===== src/rtl/sws_pkg.sv =====
package sws_pkg;
  typedef enum logic [1:0] {
    PH_IDLE   = 2'd0,
    PH_SETUP  = 2'd1,
    PH_STROBE = 2'd2,
    PH_HOLD   = 2'd3
  } phase_e;
endpackage


===== src/rtl/sws_wait_sync.sv =====
module sws_wait_sync #(
  parameter int STAGES = 2
) (
  input  logic clk,
  input  logic rst_n,
  input  logic pin_n,
  output logic sync_n
);
  logic [STAGES-1:0] chain_q;
  logic [STAGES-1:0] chain_d;

  always_comb begin
    chain_d = {chain_q[STAGES-2:0], pin_n};
  end

  always_ff @(posedge clk or negedge rst_n) begin
    if (!rst_n) chain_q <= '1;
    else        chain_q <= chain_d;
  end

  assign sync_n = chain_q[STAGES-1];

  generate
    if (STAGES == 2) begin : g_chk2
      // assertion of the synchronized wait lags the pin by two edges
      a_r7_sync_delay: assert property (@(posedge clk) disable iff (!rst_n)
        $fell(sync_n) |-> ($past(pin_n, 2) == 1'b0));
    end
  endgenerate
endmodule


===== src/rtl/sws_phase_cnt.sv =====
module sws_phase_cnt #(
  parameter int CNT_W = 4
) (
  input  logic             clk,
  input  logic             rst_n,
  input  logic             load,
  input  logic [CNT_W-1:0] load_val,
  input  logic             dec,
  output logic [CNT_W-1:0] cnt,
  output logic             zero
);
  logic [CNT_W-1:0] cnt_q;
  logic [CNT_W-1:0] cnt_d;

  always_comb begin
    cnt_d = cnt_q;
    if (load)                      cnt_d = load_val;
    else if (dec && cnt_q != '0)   cnt_d = cnt_q - CNT_W'(1);
  end

  always_ff @(posedge clk or negedge rst_n) begin
    if (!rst_n) cnt_q <= '0;
    else        cnt_q <= cnt_d;
  end

  assign cnt  = cnt_q;
  assign zero = (cnt_q == '0);

  // a decrement step removes exactly one cycle from the phase
  a_r3_cnt_step: assert property (@(posedge clk) disable iff (!rst_n)
    (dec && !load && !zero) |=> (cnt == $past(cnt) - CNT_W'(1)));
endmodule


===== src/rtl/sram_write_seq.sv =====
module sram_write_seq
  import sws_pkg::*;
#(
  parameter int ADDR_W = 16,
  parameter int DATA_W = 8,
  parameter int CNT_W  = 4,
  parameter int SYNC_STAGES = 2
) (
  input  logic              clk,
  input  logic              rst_n,
  input  logic              req_start,
  input  logic [ADDR_W-1:0] req_addr,
  input  logic [DATA_W-1:0] req_data,
  input  logic [CNT_W-1:0]  cfg_setup,
  input  logic [CNT_W-1:0]  cfg_strobe,
  input  logic [CNT_W-1:0]  cfg_hold,
  output logic              req_done,
  output logic [ADDR_W-1:0] mem_addr,
  output logic [DATA_W-1:0] mem_data,
  output logic              mem_cs_n,
  output logic              mem_we_n,
  input  logic              mem_wait_n
);
  localparam logic [CNT_W-1:0] ONE = CNT_W'(1);

  phase_e            phase_q, phase_d;
  logic [ADDR_W-1:0] addr_q;
  logic [DATA_W-1:0] data_q;
  logic [CNT_W-1:0]  strb_q, hold_q;
  logic              done_q, done_d;
  logic              capture;
  logic              cnt_load, cnt_dec, cnt_zero;
  logic [CNT_W-1:0]  cnt_val, cnt_now;
  logic [CNT_W-1:0]  strb_eff;
  logic              wait_sync_n;
  logic              freeze;

  sws_wait_sync #(.STAGES(SYNC_STAGES)) u_sync (
    .clk    (clk),
    .rst_n  (rst_n),
    .pin_n  (mem_wait_n),
    .sync_n (wait_sync_n)
  );

  sws_phase_cnt #(.CNT_W(CNT_W)) u_cnt (
    .clk      (clk),
    .rst_n    (rst_n),
    .load     (cnt_load),
    .load_val (cnt_val),
    .dec      (cnt_dec),
    .cnt      (cnt_now),
    .zero     (cnt_zero)
  );

  assign strb_eff = (cfg_strobe == '0) ? ONE : cfg_strobe;
  assign freeze   = (phase_q == PH_STROBE) && !wait_sync_n && !cnt_zero;

  always_comb begin
    phase_d  = phase_q;
    capture  = 1'b0;
    cnt_load = 1'b0;
    cnt_val  = '0;
    done_d   = 1'b0;
    unique case (phase_q)
      PH_IDLE: begin
        if (req_start) begin
          capture  = 1'b1;
          cnt_load = 1'b1;
          if (cfg_setup != '0) begin
            phase_d = PH_SETUP;
            cnt_val = cfg_setup - ONE;
          end else begin
            phase_d = PH_STROBE;
            cnt_val = strb_eff - ONE;
          end
        end
      end
      PH_SETUP: begin
        if (cnt_zero) begin
          phase_d  = PH_STROBE;
          cnt_load = 1'b1;
          cnt_val  = strb_q - ONE;
        end
      end
      PH_STROBE: begin
        if (!freeze && cnt_zero) begin
          if (hold_q != '0) begin
            phase_d  = PH_HOLD;
            cnt_load = 1'b1;
            cnt_val  = hold_q - ONE;
          end else begin
            phase_d = PH_IDLE;
            done_d  = 1'b1;
          end
        end
      end
      PH_HOLD: begin
        if (cnt_zero) begin
          phase_d = PH_IDLE;
          done_d  = 1'b1;
        end
      end
      default: phase_d = PH_IDLE;
    endcase
  end

  assign cnt_dec = (phase_q != PH_IDLE) && !freeze;

  always_ff @(posedge clk or negedge rst_n) begin
    if (!rst_n) begin
      phase_q <= PH_IDLE;
      done_q  <= 1'b0;
    end else begin
      phase_q <= phase_d;
      done_q  <= done_d;
    end
  end

  always_ff @(posedge clk or negedge rst_n) begin
    if (!rst_n) begin
      addr_q <= '0;
      data_q <= '0;
      strb_q <= ONE;
      hold_q <= '0;
    end else if (capture) begin
      addr_q <= req_addr;
      data_q <= req_data;
      strb_q <= strb_eff;
      hold_q <= cfg_hold;
    end
  end

  assign mem_cs_n = (phase_q == PH_IDLE);
  assign mem_we_n = (phase_q != PH_STROBE);
  assign mem_addr = addr_q;
  assign mem_data = data_q;
  assign req_done = done_q;

  // a frozen edge leaves every bus output unchanged
  a_r8_freeze_hold: assert property (@(posedge clk) disable iff (!rst_n)
    freeze |=> ($stable(mem_cs_n) && $stable(mem_we_n) &&
                $stable(mem_addr) && $stable(mem_data)));

  // freezing only happens while the strobe is low
  a_r9_freeze_window: assert property (@(posedge clk) disable iff (!rst_n)
    freeze |-> (!mem_we_n && !mem_cs_n));

  // done coincides with the first chip-select-high cycle and lasts one cycle
  a_r6_done_edge: assert property (@(posedge clk) disable iff (!rst_n)
    req_done |-> (mem_cs_n && $past(!mem_cs_n)));
  a_r6_done_single: assert property (@(posedge clk) disable iff (!rst_n)
    req_done |=> !req_done);

  // a start during a write does not disturb the captured address
  a_r10_busy_ignore: assert property (@(posedge clk) disable iff (!rst_n)
    (!mem_cs_n && req_start) |=> $stable(mem_addr));
endmodule


===== config.mk =====
export PLATFORM = sky130hd
export DESIGN_NAME = sram_write_seq
export DESIGN_NICKNAME = d
export VERILOG_FILES = /design/src/rtl/sws_pkg.sv /design/src/rtl/sws_wait_sync.sv /design/src/rtl/sws_phase_cnt.sv /design/src/rtl/sram_write_seq.sv
export SDC_FILE = /design/constraint.sdc
export NUM_CORES = 1
export LEC_CHECK = 0
export BUFFER_PORTS_ARGS = -buffer_cell sky130_fd_sc_hd__buf_4
export CAP_MARGIN = 20
export CORE_MARGIN = 2
export CORE_UTILIZATION = 23
export CTS_CLUSTER_SIZE = 28
export DETAILED_ROUTE_END_ITERATION = 10
export GPL_TIMING_DRIVEN = 0
export MAX_ROUTING_LAYER = met4
export SLEW_MARGIN = 20
export SYNTH_ARGS = -nofsm -noshare
export SYNTH_HDL_FRONTEND = slang
export SYNTH_SLANG_ARGS = --single-unit

===== constraint.sdc =====
create_clock -name clk -period 1.7 [get_ports clk]
set_input_delay 0.17 -clock clk [delete_from_list [all_inputs] [get_ports clk]]
set_output_delay 0.17 -clock clk [all_outputs]
set_load 0.03 [all_outputs]

# Yosys cells after proc, flatten, opt, wreduce, memory -nomap -nowiden

Cells that the tools add are included.

Add/subtract/negate cells: 5
Equality and inequality tests: 8
Multiplexer cells: 25
Reductions and logical operators: 17

Operator list:

| kind                | count |
|---|---|
| $mux 4              | 8 |
| $sub 4x1->4 const B | 5 |
| $mux 2              | 6 |
| $pmux 4 s3          | 1 |
| $reduce_bool 4->1   | 3 |
| $logic_not 4->1     | 2 |
| $ne 2x2->1 const B  | 4 |
| $pmux 2 s4          | 1 |
| $mux 1              | 7 |
| $logic_and 1x1->1   | 5 |
| $eq 2x2->1 const B  | 2 |
| $reduce_and 4->1    | 1 |
| $reduce_bool 2->1   | 2 |
| $logic_not 1->1     | 3 |
| $pmux 1 s3          | 1 |
| $eq 2x1->1 const B  | 1 |
| $logic_not 2->1     | 1 |
| $ne 2x1->1 const B  | 1 |
| $pmux 1 s2          | 1 |

Flip-flop bits (word level): 41
Bits of input ports: 40
Output and inout bits: 27
Word-level logic and storage cells: 63

# Logic depth before layout (Yosys ltp)

Gate-level depths: netlist of run 1.

Depth after elaboration: 8
Mapped depth: 8

# Cells and area by module

From an unflattened synthesis of run 1, not the netlist that was laid out.

Cells, all modules: 220
Area total of the unflattened synthesis: 1,994.4 µm²

Modules (own cells, without submodules):

| module         | instances | cells an instance | area each (µm²) |
|---|---|---|---|
| sram_write_seq | 1         | 191               | 1,671.6 |
| sws_phase_cnt  | 1         | 27                | 270.3 |
| sws_wait_sync  | 1         | 2                 | 52.6 |

# Worst setup path before layout of run 1

OpenSTA, ideal clock, no wires.

Path kind: register to register
Start point: register hold_q[0]
End point: register u_cnt.cnt_q[1] (netlist: u_cnt.cnt[1])
Data arrival time: 1,534 ps
Required time: 1,574 ps
Slack: 40 ps
Cell stages (with the launch flop): 7
Period minus slack after synthesis: 1,660 ps
Path through: dfrtp_1 > inv_1 > ha_1 > or3b_4 > nand3b_4 > nand3_4 > o32a_1

Cells in the longest elaborated chain, start to end: 5

Ends and longest elaborated chain:

| item                                                    | RTL line                                   | text |
|---|---|---|
| start, declared                                         | sram_write_seq.sv:29                       | `logic [CNT_W-1:0] strb_q, hold_q;` |
| start signal, assigned                                  | sram_write_seq.sv:129                      | `hold_q <= cfg_hold;` |
| $sub 4x1->4 / $reduce_bool 4->1 (equally long branches) | sram_write_seq.sv:90, sram_write_seq.sv:87 |  |
| $mux 4 / $mux 1 (equally long branches)                 | sram_write_seq.sv:87                       | `if (hold_q != '0) begin` |
| $mux 4 / $mux 1 (equally long branches)                 | sram_write_seq.sv:86                       | `if (!freeze && cnt_zero) begin` |
| $pmux 4 s3 / $pmux 1 s3 (equally long branches)         | sram_write_seq.sv:64                       | `unique case (phase_q)` |
| $mux 4 / $reduce_bool 2->1 (equally long branches)      | n/a                                        |  |
| end signal, assigned                                    | sws_phase_cnt.sv:23                        | `else cnt_q <= cnt_d;` |
| end, declared                                           | sws_phase_cnt.sv:12                        | `logic [CNT_W-1:0] cnt_q;` |

Parallel ways exist; a longest one is shown, timed or not.
A chain may end at the register's enable or synchronous reset.

# Worst setup path after layout of run 1

Ends and elaborated chain as after synthesis.

==> summary.txt, run 1 <==
Status
  – Outcome: finished, final reports clean

Setup path
  – CP required: roughly 1900 ps
  – Crit-path slowest cell: dfrtp_1
  – R2R Path End: u_cnt.cnt[1]
  – Crit Path Max Fanout: 5
  – Endpoint class of the critical path: flop
  – Delay-heaviest family, CP: simple AND/OR/NAND/NOR gates
  – CP arrival: approximately 1900 ps
  – Largest stage delay, worst path: around 400 ps
  – Reg2reg start: hold_q[0]
  – Worst r2r path cells: 6
  – Reg2Reg Setup Slack: 30 ps
  – Crit Path Class: flop to flop
  – Worst setup SP type: flop
  – Worst Path Buf+Inv: 1
  – CP cell instances: inv_2 -> ha_4 -> or3b_4 -> nand3b_4 -> nand3_4 -> o32a_1

Clock tree
  – # clock sinks: 41
  – Longest Clk Path Bufs: 2
  – Clock Tree Root: clkbuf_8
  – Clock transition at path regs: 80 ps
  – TritonCTS buffer count: 5
  – CTS tree: built
  – Worst skew pair latency: roughly 290 ps
  – CTS H-Tree Depth: 2

Hold path
  – Worst hold path type: input port to flop
  – Worst Hold Launch: req_addr[0]
  – Hold depth: 3
  – Hold path endpoint: mem_addr[0]

Timing
  – Period utilisation layout: just under 100%
  – Slew margin rel.: a little under two thirds
  – RSZ-0062 raised after global routing: yes
  – Pin slew with the least headroom to its limit: about 550 ps
  – Skew final: 2.84 ps
  – Max Fclk: 0.600 GHz
  – Final setup viols: 0
  – Min cycle time layout: 1670 ps
  – Final slew viol count: 0
  – Final hold violations: 0

Route
  – Final ANT Viol Nets: 0
  – DR pass1 iterations: 4
  – DRC errors left: 0
  – Total Wirelength: 5.06 mm
  – Via/cell ratio: 4.21
  – Iter 0 DRT Violations: 72
  – Wire per inst: around 12 um
  – Via count: 1,738

Synthesis
  – Syn_nets: 267
  – YS warnings: 0
  – Cell area after synthesis: 0.00204 sq mm
  – Synth Register Bits: 41
  – Asr flop ratio synth: 100%
  – Synth cell types: between 40 and 50
  – Post-synth EDFFs: 0
  – Part of the Yosys area used for sequential elements: 50.5%
  – Top_reg_cell synth: dfrtp_1
  – Syn Inst Count: 221
  – Mapped Avg Cell Area: 9.22 sq um

Finish
  – Area occupied by multi-input gates: 943 sq um
  – Fillers: ~900
  – Share of post-route cells with drive strength above 1: 35.7%
  – Most frequent cells in the layout: 91 x nand2_1, 74 x buf_4, 38 x dfrtp_1
  – Diodes inserted: 0
  – Final net count: 350
  – Most common cell after layout, fill and taps aside: nand2_1
  – Final Cell Area: between 0.002 and 0.003 sq mm
  – FF/Latch Area: 0.00103 sq mm
  – Synth-to-layout area growth: 41.4%

Floorplanning
  – Core Area: 0.00864 sq mm
  – IO Pins: 67
  – Die area: 0.00963 sq mm
  – Row cnt: 34
  – Die Y: 98.1 um
  – Initial Utilization: 23.6%
  – Die Wd: roughly 98 um

Pwr
  – Total net switching power: 0.00222 W
  – Peak VDD IR: approximately 0.00072 V
  – Pwr dens: 1810 mW/mm^2
  – Logic pwr share: a little over half
  – Flop pwr share: 33.7%
  – Total power: 0.00522 W
  – Internal power: 0.00300 W
  – Clk pwr share: 13.9%
  – P_leak: between 1 and 1.5 nW
  – Switching share of total power: 42.6%

GRT
  – Largest net degree at the start of global routing: 42
  – Vias in the first global route: about 1,700
  – Initial antenna violation count: 0
  – Total Routing Usage GR: 11.1%
  – First-pass GRT wire length: 8.39 mm
  – Overflow left after global routing: 0

Flow run
  – Max-cap violations: 0

Place
  – Area after DPL: 0.00267 sq mm
  – PortBufs: 66
  – DP HPWL: 3.66 mm
  – Gp weighted congestion: 0.743
## flip-flops by register name, summed over array words and instances, names as in the netlist
register / cells
mem_addr: 16
hold_q: 4
strb_q: 4
u_cnt.cnt: 4
phase_q: 2
u_sync.chain_q: 2
req_done: 1
mem_data: 8
## metal layers
| metal | routed length (um) | vias up | global-route usage (%) |
|---|---|---|---|
| met1 | 2390 | 805 | 14.6 |
| met2 | 2400 | 44 | 17.6 |
| met5 | 0 | - | - |
| met4 | 70 | 0 | 2.85 |
| li1 | - | 883 | - |
| met3 | 201 | 6 | 2.36 |
## through the flow
step | util, % | cells | TNS [ps] | setup WS [ps] | hold WS (ps)
after floorplan | - | 221 | 0 | 40.4 | -126
after global placement | 30.9 | 395 | -224 | -169 | 192
after detailed placement | 30.9 | 395 | -247 | -175 | 204
after CTS | 32.6 | 408 | 0 | 17.5 | 48.5
after global routing | 33.4 | 413 | -38.2 | -24.4 | 52.6
final | 33.4 | 413 | 0 | 34.7 | 56.2
## cell type report
cell class	instances	share of cell area, %
buffer	10	2.56
clock buffer	7	3.34
clock inverter	1	0.174
inverter	6	0.782
multi-input combinational	164	32.7
sequential	41	35.7
tap	108	4.69
timing repair buffer	76	20.0
## how the worst max path moves through the flow
stage                       startpoint           end  slack (ps)  cells past startpoint
after detailed placement  cfg_setup[2]  u_cnt.cnt[2]        -180                      7
final                        hold_q[0]  u_cnt.cnt[1]          30                      6
after floorplan              hold_q[0]  u_cnt.cnt[1]          40                      6
after global routing         hold_q[0]  u_cnt.cnt[1]         -20                      6
after global placement    cfg_setup[2]  u_cnt.cnt[2]        -170                      7
after CTS                    hold_q[0]  u_cnt.cnt[1]          20                      6
## tightest hold or removal path: cells and delay by family
| family | cells | cell delay [ps] |
|---|---|---|
| AND/OR/NAND/NOR | 2 | 80 |
| buffers and inverters | 1 | 80 |
## Yosys cell counts, drive strengths merged, types with 4 or more instances
master	instances	share of area, %
a21oi	9	2.4
inv	6	1.1
ha	6	3.7
clkbuf	4	1.2
dfrtp	38	47
buf	6	2.4
xnor2	4	1.7
nor3	4	0.98
o21ai	8	2.0
nand2	92	18
nand2b	6	2.2
nor2	9	2.4
## cell families (layout without fill, tap and decap cells)
| family | after synthesis | count (layout) | share of synthesized area [%] |
|---|---|---|---|
| AND/OR/NAND/NOR | 124 | 124 | 29.7 |
| adder cells (fa/ha/maj) | 6 | 6 | 3.68 |
| XOR/XNOR | 6 | 6 | 2.58 |
| flip-flops | 41 | 41 | 50.5 |
| AO/OA/AOI/OAI | 28 | 28 | 8.78 |
| buffers and inverters | 16 | 100 | 4.73 |
## power groups by stage
stage | sequential (W) | clock (W) | combinational [W]
final | 0.00176 | 0.000725 | 0.00273
after detailed placement | 0.00176 | 0 | 0.00260
after global routing | 0.00182 | 0.000797 | 0.00300
after floorplan | 0.00229 | 0 | 0.00119
after global placement | 0.00175 | 0 | 0.00254
after CTS | 0.00175 | 0.000759 | 0.00266
## timing repair
| item | in CTS | in global routing |
|---|---|---|
| hold buffers | 2 | 0 |
| setup buffers | 3 | 5 |
| pin swaps | 1 | 2 |
| gates cloned | 0 | 0 |
| gates resized for setup | 3 | 6 |
| endpoints found under the hold margin | 39 | 0 |
| endpoints found under the setup margin | 1 | 3 |
Note: power is estimated with default switching activity, not from simulation.
==> inputs of run 2 (changes only) <==
==> constraint.sdc (replaced) <==
create_clock -name clk -period 1.7 [get_ports clk]
set_input_delay 0.085 -clock clk [delete_from_list [all_inputs] [get_ports clk]]
set_output_delay 0.085 -clock clk [all_outputs]
set_load 0.03 [all_outputs]
==> run 2 against run 1 <==
Non-clock buffer count rose by 29. Clock power barely moved. Clock skew rose by 2.7 ps. Core utilization rose by 3.4 points. Sequential power barely moved. Register-to-register slack barely moved. Flip-flop and latch count did not move. Cell area rose by 10%. Total power rose by 1.2%. Global-route usage rose by 0.91 points.
==> summary.txt, run 2 (synthesis gave the netlist of run 1 again) <==
Status
  – Outcome: finished, final reports clean

Finish
  – Most common cell after layout, fill and taps aside: nand2_1
  – Final core utilization: 36.7% (+3.4 points)
  – Finished Layout Cells: 442 (+7.0%)
  – Synth-to-layout area growth: 55.6%
  – Fillers: 911 (-1.2%)
  – Largest register FFs: 16 (unchanged)
  – Most frequent cells in the layout: 91 x nand2_1, 74 x buf_4, 38 x dfrtp_1
  – Diodes inserted: 0 (unchanged)
  – Final net count: 379 (+8.3%)
  – Share of post-route cells with drive strength above 1: 32.6% (-3.1 points)

Clock tree
  – Longest Clk Path Bufs: 2 (unchanged)
  – # clock sinks: 41 (unchanged)
  – Worst skew pair latency: 300 ps (about the same)
  – CTS tree: built
  – Clock transition at path regs: 80 ps (about the same)
  – CTS H-Tree Depth: 2 (unchanged)
  – TritonCTS buffer count: 5 (unchanged)
  – Clock Tree Root: clkbuf_8

Floorplanning
  – Core Area: 0.00864 sq mm (unchanged)
  – Row cnt: 34 (unchanged)
  – Die Y: 98.1 um (unchanged)
  – Die area: 0.00963 sq mm (unchanged)
  – IO Pins: 67 (unchanged)
  – Die Wd: 98.1 um (unchanged)
  – Initial Utilization: 23.6% (unchanged)

Timing
  – Period utilisation layout: 97.5% (-0.48 points)
  – Final slew viol count: 0 (unchanged)
  – Max Fclk: 0.603 GHz (+0.49%)
  – Skew final: 5.54 ps (+2.70 ps)
  – Final setup viols: 0 (unchanged)
  – Final hold violations: 0 (unchanged)
  – Pin slew with the least headroom to its limit: 549 ps (+1.06 ps)
  – Min cycle time layout: 1660 ps (-8.15 ps)
  – RSZ-0062 raised after global routing: yes
  – Slew margin rel.: 63.4% (-0.070 points)
  – Hold Worst Slack: 7.34 ps (-48.9 ps)

Route
  – DRC errors left: 0 (unchanged)
  – Via/cell ratio: 4.26 (+1.2%)
  – Final ANT Viol Nets: 0 (unchanged)
  – Iter 0 DRT Violations: 81 (+13%)
  – Total Wirelength: 5.42 mm (+7.1%)
  – Via count: 1,882 (+8.3%)
  – Wire per inst: 12.3 um (about the same)
  – DR pass1 iterations: 4 (unchanged)

GRT
  – First-pass GRT wire length: 9.09 mm (+8.3%)
  – Overflow left after global routing: 0 (unchanged)
  – Vias in the first global route: 1,925 (+11%)
  – Largest net degree at the start of global routing: 42 (unchanged)
  – Initial antenna violation count: 0 (unchanged)
  – Total Routing Usage GR: 12.0% (+0.91 points)

Setup path
  – Crit Path Class: flop to flop
  – Endpoint class of the critical path: flop
  – Worst setup SP type: flop
  – CP required: 1890 ps (about the same)
  – CP arrival: 1850 ps (about the same)
  – Crit Path Max Fanout: 5 (unchanged)

Flow run
  – Max-cap violations: 0 (unchanged)

Place
  – Placed Cells: 395 (unchanged)
  – PortBufs: 66 (unchanged)
  – DP HPWL: 3.66 mm (unchanged)
  – Gp weighted congestion: 0.743 (unchanged)

Pwr
  – Peak VDD IR: 0.000729 V (+1.3%)
  – Pwr dens: 1670 mW/mm^2 (-8.1%)
  – P_leak: 1.57 nW (+8.4%)

Hold path
  – Worst hold path type: input port to flop
## run 2: worst paths after layout
| kind | start | slack, ps | end | depth (start not counted) |
|---|---|---|---|---|
| min reg2reg | u_sync.chain_q[0] | 360 | u_sync.chain_q[1] | 0 |
| max in group asynchronous | rst_n | 1000 | hold_q[3] | 2 |
| max | hold_q[0] | 40 | u_cnt.cnt[1] | 6 |
| min | cfg_strobe[2] | 7 | strb_q[2] | 3 |
| min in group asynchronous | rst_n | 300 | phase_q[0] | 2 |
| max reg2reg | hold_q[0] | 40 | u_cnt.cnt[1] | 6 |
## run 2: area by class of cell
cell class / instances / area [sq um] / share of cell area (%)
sequential: 41 / 1030 / 32.5
multi-input combinational: 164 / 943 / 29.7
timing repair buffer: 105 / 866 / 27.3
tap: 108 / 135 / 4.26
clock buffer: 7 / 96.3 / 3.04
buffer: 10 / 73.8 / 2.33
inverter: 6 / 22.5 / 0.710
clock inverter: 1 / 5.00 / 0.158
## run 2: worst max-delay path: stages (launching register included)
cell and delay [ps]:
dfrtp_1 400, inv_2 100, ha_4 140, or3b_4 390, nand3b_4 100, nand3_4 90
o32a_1 330
## run 2: where the power goes
| part | internal [W] | leakage [nW] | switching, W |
|---|---|---|---|
| combinational | 0.00122 | 1.02 | 0.00157 |
| clock | 0.000368 | 0.0542 | 0.000354 |
| sequential | 0.00145 | 0.500 | 0.000316 |
| total | 0.00304 | 1.57 | 0.00224 |
## run 2: metrics by stage
step                      setup slack [ps]  total power (W)  instance area (sq um)  TNS, ps
final                                 42.8          0.00528                   3170        0
after global routing                 -24.4          0.00568                   3170    -38.2
after CTS                             17.5          0.00522                   3110        0
after detailed placement             -90.2          0.00436                   2670     -162
after global placement               -84.0          0.00429                   2670     -139
after floorplan                       40.4          0.00348                   2040        0
## run 2: metal layers
layer,global-route usage (%),wire length [um],up-vias
li1,-,-,941
met1,14.9,2430,886
met2,20.3,2760,49
met3,1.93,162,6
met4,3.37,66,0
met5,-,0,-
## run 2: repair_timing
item	CTS	global route
hold endpoints to repair	68	0
gates resized for setup	3	6
buffers inserted	3	5
hold buffers	31	0
cloned	0	0
pin swaps	1	2
setup endpoints to repair	1	3
==> inputs of run 3 (changes only) <==
--- a/config.mk
+++ b/config.mk
@@ -7,12 +7,16 @@
 export LEC_CHECK = 0
 export BUFFER_PORTS_ARGS = -buffer_cell sky130_fd_sc_hd__buf_4
 export CAP_MARGIN = 20
+export CELL_PAD_IN_SITES_DETAIL_PLACEMENT = 1
+export CELL_PAD_IN_SITES_GLOBAL_PLACEMENT = 1
+export CORE_ASPECT_RATIO = 1.1
 export CORE_MARGIN = 2
 export CORE_UTILIZATION = 23
 export CTS_CLUSTER_SIZE = 28
 export DETAILED_ROUTE_END_ITERATION = 10
 export GPL_TIMING_DRIVEN = 0
 export MAX_ROUTING_LAYER = met4
+export PLACE_DENSITY_LB_ADDON = 0.1
 export SLEW_MARGIN = 20
 export SYNTH_ARGS = -nofsm -noshare
 export SYNTH_HDL_FRONTEND = slang
==> run 3 against run 2 <==
Sequential share of layout area is 0.10 points higher. Largest power group unchanged. Fmax is 1.2% higher. Clock-buffer cell count is 2 lower. Sequential power hardly changed. Flip-flop and latch count stayed put.
==> summary.txt, run 3 (synthesis gave the netlist of run 1 again) <==
Status
  – Outcome: finished, final reports clean

GRT
  – First-pass GRT wire length: 9.52 mm (+4.8%)
  – Vias in the first global route: 1,942 (+0.88%)
  – Total Routing Usage GR: 13.0% (+0.95 points)
  – Initial antenna violation count: 0 (unchanged)
  – Largest net degree at the start of global routing: 42 (unchanged)
  – Overflow left after global routing: 0 (unchanged)

Clock tree
  – TritonCTS buffer count: 5 (unchanged)
  – Clock Tree Root: clkbuf_8
  – # clock sinks: 41 (unchanged)
  – Clock transition at path regs: 80 ps (about the same)
  – Longest Clk Path Bufs: 2 (unchanged)
  – CTS H-Tree Depth: 2 (unchanged)
  – CTS tree: built
  – Worst skew pair latency: 300 ps (about the same)

Floorplanning
  – Initial Utilization: 23.3% (-0.28 points)
  – Die Y: 103 um (+4.7%)
  – IO Pins: 67 (unchanged)
  – Core Area: 0.00874 sq mm (+1.2%)
  – Row cnt: 36 (+5.9%)
  – Die area: 0.00963 sq mm (about the same)
  – Die Wd: 93.8 um (-4.5%)

Route
  – DRC errors left: 0 (unchanged)
  – DR pass1 iterations: 4 (unchanged)
  – Total Wirelength: 5.70 mm (+5.1%)
  – Wire per inst: 12.8 um (+4.4%)
  – Via/cell ratio: 4.23 (-0.73%)
  – Iter 0 DRT Violations: 53 (-35%)
  – Final ANT Viol Nets: 0 (unchanged)
  – Via count: 1,881 (-0.053%)

Timing
  – Final slew viol count: 0 (unchanged)
  – Hold Worst Slack: 7.65 ps (+0.316 ps)
  – RSZ-0062 raised after global routing: yes
  – Slew margin rel.: 63.7% (+0.24 points)
  – Final hold violations: 0 (unchanged)
  – Final setup viols: 0 (unchanged)
  – Period utilisation layout: 96.4% (-1.1 points)
  – Pin slew with the least headroom to its limit: 545 ps (-3.64 ps)
  – Max Fclk: 0.610 GHz (+1.2%)
  – Min cycle time layout: 1640 ps (-19.1 ps)
  – Skew final: 5.18 ps (-0.356 ps)

Place
  – Gp weighted congestion: 0.757 (+1.9%)
  – PortBufs: 66 (unchanged)
  – Area after DPL: 0.00268 sq mm (+0.28%)
  – DP HPWL: 4.00 mm (+9.3%)

Setup path
  – Endpoint class of the critical path: flop
  – Crit Path Class: flop to flop
  – Crit Path Max Fanout: 4 (-1)
  – Reg2Reg Setup Slack: 60 ps (+20 ps)
  – CP arrival: 1820 ps (-30 ps)
  – Worst setup SP type: flop
  – CP required: 1880 ps (about the same)

Finish
  – Diodes inserted: 0 (unchanged)
  – Final Cell Area: 0.00316 sq mm (-0.32%)
  – Final net count: 377 (-0.53%)
  – Largest register FFs: 16 (unchanged)
  – Most frequent cells in the layout: 91 x nand2_1, 73 x buf_4, 38 x dfrtp_1
  – Share of post-route cells with drive strength above 1: 32.0% (-0.61 points)
  – Final core utilization: 36.2% (-0.55 points)
  – Synth-to-layout area growth: 55.1%
  – Most common cell after layout, fill and taps aside: nand2_1

Pwr
  – P_leak: 1.56 nW (-0.48%)
  – Peak VDD IR: 0.000617 V (-15%)
  – Pwr dens: 1680 mW/mm^2 (+0.99%)

Flow run
  – Max-cap violations: 0 (unchanged)

Hold path
  – Worst hold path type: input port to flop
==> run 3: cell types whose count changed in the layout (fill, tap and decap cells not counted), sizes merged <==
cell | previous run | this run
buf | 80 | 79
dlygate4sd3 | 31 | 30
bufinv | 0 | 1
clkbuf | 11 | 9
==> run 3: final timing paths <==
| kind | from | end | depth (start not counted) |
|---|---|---|---|
| max | hold_q[1] | u_cnt.cnt[1] | 6 |
| min | cfg_strobe[3] | strb_q[3] | 3 |
| max reg2reg | hold_q[1] | u_cnt.cnt[1] | 6 |
| min reg2reg | u_sync.chain_q[0] | u_sync.chain_q[1] | 0 |
| max in group asynchronous | rst_n | strb_q[0] | 2 |
| min in group asynchronous | rst_n | mem_data[2] | 2 |
==> run 3: power by group <==
group	total (W)	internal [W]	switching, W
Sequential	0.00176	0.00145	0.000313
Clock	0.000788	0.000428	0.000361
Combinational	0.00277	0.00120	0.00156
==> run 3: layer usage <==
metal | GRT usage, % | vias to the layer above | wire length, um
met2 | 21.4 | 37 | 3010
met1 | 16.5 | 905 | 2460
met3 | 2.41 | 5 | 200
met4 | 3.34 | 0 | 31
li1 | - | 934 | -
met5 | - | - | 0
==> run 3: per-stage QoR <==
stage	total power [W]	std cells	TNS, ps	setup slack [ps]
final	0.00532	445	0	61.9
after global routing	0.00576	445	-34.3	-14.4
after CTS	0.00534	442	0	20.0
after detailed placement	0.00440	401	-230	-123
after global placement	0.00436	401	-239	-147
after floorplan	0.00348	221	0	40.4
==> run 3: timing repair <==
item	4_1_cts	5_1_grt
hold buffers	30	0
endpoints found under the setup margin	2	5
pin swaps	1	2
buffers inserted	4	3
endpoints found under the hold margin	67	0
resized for setup	4	4
==> run 3: worst max-delay path, cell delays in order, from the launching register on <==
cell      delay, ps
dfrtp_1         400
inv_2            90
ha_4            140
or3b_4          390
nand3b_4        100
nand3_4          70
o32a_1          330
==> run 3: cell type report <==
class | count | area, sq um
Buffer | 10 | 73.8
Clock buffer | 5 | 68.8
Clock inverter | 2 | 35.0
Fill cell | 1050 | 5580
Inverter | 6 | 22.5
Multi-Input combinational cell | 164 | 941
Sequential cell | 41 | 1030
Tap cell | 114 | 143
Timing Repair Buffer | 103 | 848
